### src/rtl/pixclk_pkg.sv
package pixclk_pkg;
  localparam int CODE_W  = 6;
  localparam int SEL_W   = 2;
  localparam int NUM_SRC = 1 << SEL_W;

  // Field order matters: software decodes sel[9:8], internal[7], bypass[6], code[5:0]
  typedef struct packed {
    logic [SEL_W-1:0]  sel;
    logic              internal;
    logic              bypass;
    logic [CODE_W-1:0] code;
  } chan_cfg_t;

  localparam int CFG_W = $bits(chan_cfg_t);
endpackage

### src/rtl/pixclk_cfg_regs.sv
module pixclk_cfg_regs
  import pixclk_pkg::*;
#(
  parameter int NUM_CH  = 2,
  parameter int LCD_SRC = 2,
  localparam int CH_W   = (NUM_CH > 1) ? $clog2(NUM_CH) : 1
) (
  input  logic             clk,
  input  logic             rst,
  input  logic             wr_en,
  input  logic [CH_W-1:0]  wr_ch,
  input  logic             wr_div_only,
  input  logic [CFG_W-1:0] wr_data,
  input  logic [CH_W-1:0]  rd_ch,
  output logic [CFG_W-1:0] rd_data,
  output chan_cfg_t        cfg_o [NUM_CH]
);
  localparam chan_cfg_t RESET_CFG = '{sel: SEL_W'(LCD_SRC), internal: 1'b0,
                                      bypass: 1'b0, code: '0};

  chan_cfg_t wr_word;
  assign wr_word = chan_cfg_t'(wr_data);

  always_ff @(posedge clk) begin
    if (rst) begin
      for (int i = 0; i < NUM_CH; i++) cfg_o[i] <= RESET_CFG;
      rd_data <= '0;
    end else begin
      if (wr_en && (int'(wr_ch) < NUM_CH)) begin
        if (wr_div_only) begin
          cfg_o[wr_ch].bypass <= wr_word.bypass;
          cfg_o[wr_ch].code   <= wr_word.code;
        end else begin
          cfg_o[wr_ch] <= wr_word;
        end
      end
      if (int'(rd_ch) < NUM_CH) rd_data <= cfg_o[rd_ch];
      else                      rd_data <= '0;
    end
  end
endmodule

### src/rtl/pixclk_src_mux.sv
module pixclk_src_mux
  import pixclk_pkg::*;
(
  input  logic [NUM_SRC-1:0] src_tick,
  input  logic               ext_tick,
  input  logic [SEL_W-1:0]   sel,
  input  logic               internal,
  output logic               tick_o
);
  always_comb begin
    if (internal) tick_o = src_tick[sel];
    else          tick_o = ext_tick;
  end
endmodule

### src/rtl/pixclk_div_core.sv
module pixclk_div_core
  import pixclk_pkg::*;
(
  input  logic              clk,
  input  logic              rst,
  input  logic              tick,
  input  logic [CODE_W-1:0] code_in,
  input  logic              bypass_in,
  output logic              clk_o,
  output logic              pulse_o,
  output logic              act_bypass_o
);
  localparam int CNT_W = CODE_W + 1;   // holds ratios up to 2^CODE_W + 1

  logic [CNT_W-1:0]  phase;
  logic [CODE_W-1:0] act_code;
  logic [CNT_W-1:0]  last_phase;
  logic [CNT_W-1:0]  hi_len;
  logic              at_end;

  assign last_phase   = {1'b0, act_code} + CNT_W'(1);
  assign hi_len       = CNT_W'(({1'b0, act_code} + CNT_W'(3)) >> 1);
  assign at_end       = act_bypass_o || (phase == last_phase);

  always_ff @(posedge clk) begin
    if (rst) begin
      phase        <= '0;
      act_code     <= '0;
      act_bypass_o <= 1'b0;
      clk_o        <= 1'b0;
      pulse_o      <= 1'b0;
    end else begin
      pulse_o <= tick && (phase == '0);
      if (act_bypass_o)  clk_o <= tick;
      else if (tick)     clk_o <= (phase < hi_len);
      if (tick) begin
        if (at_end) begin
          phase        <= '0;
          act_code     <= code_in;
          act_bypass_o <= bypass_in;
        end else begin
          phase <= phase + CNT_W'(1);
        end
      end
    end
  end
endmodule

### src/rtl/pixclk_divider.sv
module pixclk_divider
  import pixclk_pkg::*;
#(
  parameter int NUM_CH  = 2,
  parameter int LCD_SRC = 2,
  localparam int CH_W   = (NUM_CH > 1) ? $clog2(NUM_CH) : 1
) (
  input  logic               clk,
  input  logic               rst,
  input  logic [NUM_SRC-1:0] src_tick,
  input  logic               ext_tick,
  input  logic               wr_en,
  input  logic [CH_W-1:0]    wr_ch,
  input  logic               wr_div_only,
  input  logic [CFG_W-1:0]   wr_data,
  input  logic [CH_W-1:0]    rd_ch,
  output logic [CFG_W-1:0]   rd_data,
  output logic [NUM_CH-1:0]  div_clk,
  output logic [NUM_CH-1:0]  div_pulse
);
  chan_cfg_t         cfg [NUM_CH];
  logic [NUM_CH-1:0] ch_tick;
  logic [NUM_CH-1:0] ch_act_byp;

  pixclk_cfg_regs #(.NUM_CH(NUM_CH), .LCD_SRC(LCD_SRC)) u_regs (
    .clk(clk), .rst(rst), .wr_en(wr_en), .wr_ch(wr_ch),
    .wr_div_only(wr_div_only), .wr_data(wr_data),
    .rd_ch(rd_ch), .rd_data(rd_data), .cfg_o(cfg)
  );

  for (genvar c = 0; c < NUM_CH; c++) begin : g_ch
    pixclk_src_mux u_mux (
      .src_tick(src_tick), .ext_tick(ext_tick),
      .sel(cfg[c].sel), .internal(cfg[c].internal), .tick_o(ch_tick[c])
    );
    pixclk_div_core u_core (
      .clk(clk), .rst(rst), .tick(ch_tick[c]),
      .code_in(cfg[c].code), .bypass_in(cfg[c].bypass),
      .clk_o(div_clk[c]), .pulse_o(div_pulse[c]), .act_bypass_o(ch_act_byp[c])
    );
  end
endmodule

### config.mk
export PLATFORM = sky130hd
export DESIGN_NAME = pixclk_divider
export DESIGN_NICKNAME = d
export VERILOG_FILES = /design/src/rtl/pixclk_pkg.sv /design/src/rtl/pixclk_cfg_regs.sv /design/src/rtl/pixclk_src_mux.sv /design/src/rtl/pixclk_div_core.sv /design/src/rtl/pixclk_divider.sv
export SDC_FILE = /design/constraint.sdc
export NUM_CORES = 1
export LEC_CHECK = 0
export BUFFER_PORTS_ARGS = -buffer_cell sky130_fd_sc_hd__buf_4
export CAP_MARGIN = 25
export CORE_MARGIN = 8
export CORE_UTILIZATION = 53
export CTS_BUF_LIST = sky130_fd_sc_hd__clkbuf_4
export DETAILED_ROUTE_END_ITERATION = 8
export PLACE_DENSITY = 0.8
export SLEW_MARGIN = 10
export SYNTH_ARGS = -nofsm -noshare
export SYNTH_HDL_FRONTEND = slang
export SYNTH_HIERARCHICAL = 1
export SYNTH_SLANG_ARGS = --single-unit
### constraint.sdc
create_clock -name clk -period 2.8 [get_ports clk]
set_input_delay 0.14 -clock clk [delete_from_list [all_inputs] [get_ports clk]]
set_output_delay 0.14 -clock clk [all_outputs]
set_load 0.03 [all_outputs]
==> results.ini <==
[outcome]
status=finished, final reports clean

[critical_path]
path_class=flop to flop
path_cells=inv_1, ha_1, xor2_1, a211oi_2, o211ai_2, o41ai_2, buf_4, mux2i_1
cp-endpoint=g_ch[0].u_core/act_code[4]
max_stage_delay_ns=0.50
cp_slowest_cell=dfxtp_1
arrival_ns=2.65
worstSetupStartpoint=g_ch[0].u_core/act_code[0]
end_kind=flop
crit_cells=8
cp_max_fo=10
reg2reg_to=g_ch[0].u_core/act_code[4]
critPathBufInv=2
rrSetupSlack_ns=0.49
rr_startpoint=g_ch[0].u_core/act_code[0]
crit_family=compound AO/OA/AOI/OAI gates
required_ns=3.13
crit_path_start_kind=flop
worst-r2r-cell-count=8

[floorplan]
design.core.area_um2=6314
num_rows=29
initial_core_util_pct=54.40
die_area_um2=9312
io_pins=35
die_x_um=96.50
die_height_um=96.50

[sta]
period_share_pct=82.60
min_period_ns=2.313
fin_setup_tns_ns=0
setup_ws_ns=0.4872
tightest_slew_ns=0.7778
hold_viol=0
final_max_slew_viol_count=0
slew_headroom_pct=48.04
rsz0062_at_grt=false
fmax_mhz=432.4
finalSetupViolCount=0
skew_ns=0.01480

[cts]
cts_root_buffer=clkbuf_4
clk_latency_ns=0.40
cts_resized=0
cts_tree=yes
cts_max_path_buffers=2
cts_buffers=9
path_clk_slew_ns=0.11
cts_sinks=62
cts.htree.levels=3

[logic_synthesis]
synthArstFlopShare_pct=0
synthCells=394
synth_cell_types=40
yosys_warnings=6
ys_ff_latch=62
syn_nets=433
synth_area_per_cell_um2=8.717
ys_seq_area_share_pct=36.14
ys.flop_type=dfxtp_1
synth_edf_count=0
syn_area_um2=3435

[power_and_ir_drop]
power.switching_uw=526.6
p_comb_share_pct=15.5
internal_power_mw=1.433
p_sw_share_pct=26.88
ir_drop_mv=0.3605
pwr-share-seq_pct=48.9
powerDensity_nw_per_um2=496.9
clockPowerShare_pct=35.6
power.leakage_nw=1.569

[finish]
syn2layout_area_growth_pct=14.79
drive_gt1_share_pct=15.17
nNetsFinal=469
fin_cells=512
diodes=0

[placed_design]
gp_congestion=0.8807
place_worst_setup_slack_ns=0.5494
dp_hpwl_um=5515
portBuffers=34
dpl.cell_count=486

[worst_hold_path]
hold_path_class=input port to flop

[detailed_routing]
drc_errors=0
antenna_left=0
drt_iter0_markers=165
wl_um=7510
firstDrtPassIters=4
avgRoutedWirePerCell_um=14.67
vias=2871
via_per_inst=5.607

[job]
maxCapViolations=0

[grt]
grt_pass1_wl_um=12940
track_usage_pct=17.40
antenna_found_initial=0
grt_overflow_total=0
grt_max_degree=51
grt_pass1_vias=2818

[layout by cell type (no fill, tap or decap), types with 3 or more instances in the layout]
cell,n
nand3_1,9
buf_4,38
nor2_1,39
o31ai_1,4
a21oi_1,17
nand2_1,58
nor3_1,16
nor2b_1,3
ha_1,18
and4_1,4
dfxtp_1,62
xor2_1,14
clkbuf_4,10
inv_1,14
nand4_1,4
mux2i_1,35
xnor2_1,18
dlygate4sd3_1,10
a31oi_1,4
nand2b_1,4
o21a_1,8
o21ai_0,10
[kinds of logic after synthesis]
group           after synthesis  share of synthesized area (%)
xor+xnor                     32                          8.160
fa+ha+maj                    18                          6.557
compound gates               59                          12.31
simple gates                149                          20.29
mux                          37                          11.07
flops                        62                          36.14
buf+inv                      37                          5.464
[power by group through the flow]
stage | logic [mW] | registers [mW] | clock network [mW]
floorplan | 0.197 | 0.988 | 0
global placement | 0.288 | 0.976 | 0
detailed placement | 0.292 | 0.978 | 0
CTS | 0.305 | 0.958 | 0.706
global route | 0.335 | 0.964 | 0.750
finish | 0.304 | 0.958 | 0.697
[metal layers]
metal  share of wire, %  global-route usage [%]  vias up  wire (um)
li1                   -                       -     1439          -
met1                 46                   22.11     1322       3421
met2                 47                   27.96       96       3521
met3                5.8                   3.787       14        439
met4                1.7                   7.062        0        127
met5                  0                       0        -          0
[cells in the mapped netlist, types with 3 or more instances]
cell type / count / area, um^2
a31oi_1: 4 / 25.02
o31ai_1: 4 / 30.03
nand2b_1: 4 / 25.02
nor2_1: 39 / 146.4
clkbuf_1: 9 / 33.78
xnor2_1: 18 / 157.7
nand3_1: 9 / 45.04
o21ai_0: 10 / 50.05
buf_6: 5 / 56.30
nand4_1: 4 / 25.02
dfxtp_1: 62 / 1241
buf_2: 6 / 30.03
nor3_1: 16 / 80.08
a21oi_1: 17 / 85.08
nand2_1: 58 / 217.7
mux2i_1: 35 / 350.3
and4_1: 4 / 35.03
nor2b_1: 3 / 18.77
inv_1: 14 / 52.55
o21a_1: 8 / 60.06
xor2_1: 14 / 122.6
ha_1: 18 / 225.2
[stage by stage]
stage                     total power, mW  cell area (um^2)  hold slack (ns)  util [%]
after floorplan                     1.185              3435           0.2839         -
after CTS                           1.968              3943          0.02250     62.45
after global placement              1.264              3681           0.3904     58.30
after detailed placement            1.270              3681           0.3925     58.30
final                               1.959              3943          0.04165     62.45
after global routing                2.049              3943          0.03434     62.45
[repair_timing]
action,CTS,global route
hold buffers,10,0
buffers inserted,0,0
hold endpoints to repair,16,0
[worst min-delay path by stage]
stage	slack [ns]	endpoint	cells past startpoint	from
floorplan	0.28	u_regs/cfg_o[7]	2	wr_data[7]
global placement	0.39	u_regs/cfg_o[7]	3	wr_data[7]
detailed placement	0.39	u_regs/cfg_o[7]	3	wr_data[7]
CTS	0.02	u_regs/cfg_o[19]	3	wr_div_only
global route	0.03	u_regs/cfg_o[19]	3	wr_div_only
finish	0.04	u_regs/cfg_o[19]	3	wr_div_only
[layout make-up]
cell class	count	area (um^2)
Timing Repair Buffer	48	385.4
Clock buffer	10	75.07
Clock inverter	6	86.33
Multi-Input combinational cell	295	2006
Fill cell	529	2371
Inverter	14	52.55
Sequential cell	62	1241
Tap cell	77	96.34
[worst register-to-register path: cells and delay by family (launching register included)]
kind,cells,cell delay [ns]
flip-flops,1,0.50
XOR/XNOR,1,0.16
buffers and inverters,2,0.33
AO/OA/AOI/OAI,3,0.72
multiplexers,1,0.21
adder cells (fa/ha/maj),1,0.33
No activity file was read; power rests on OpenSTA's default activity.
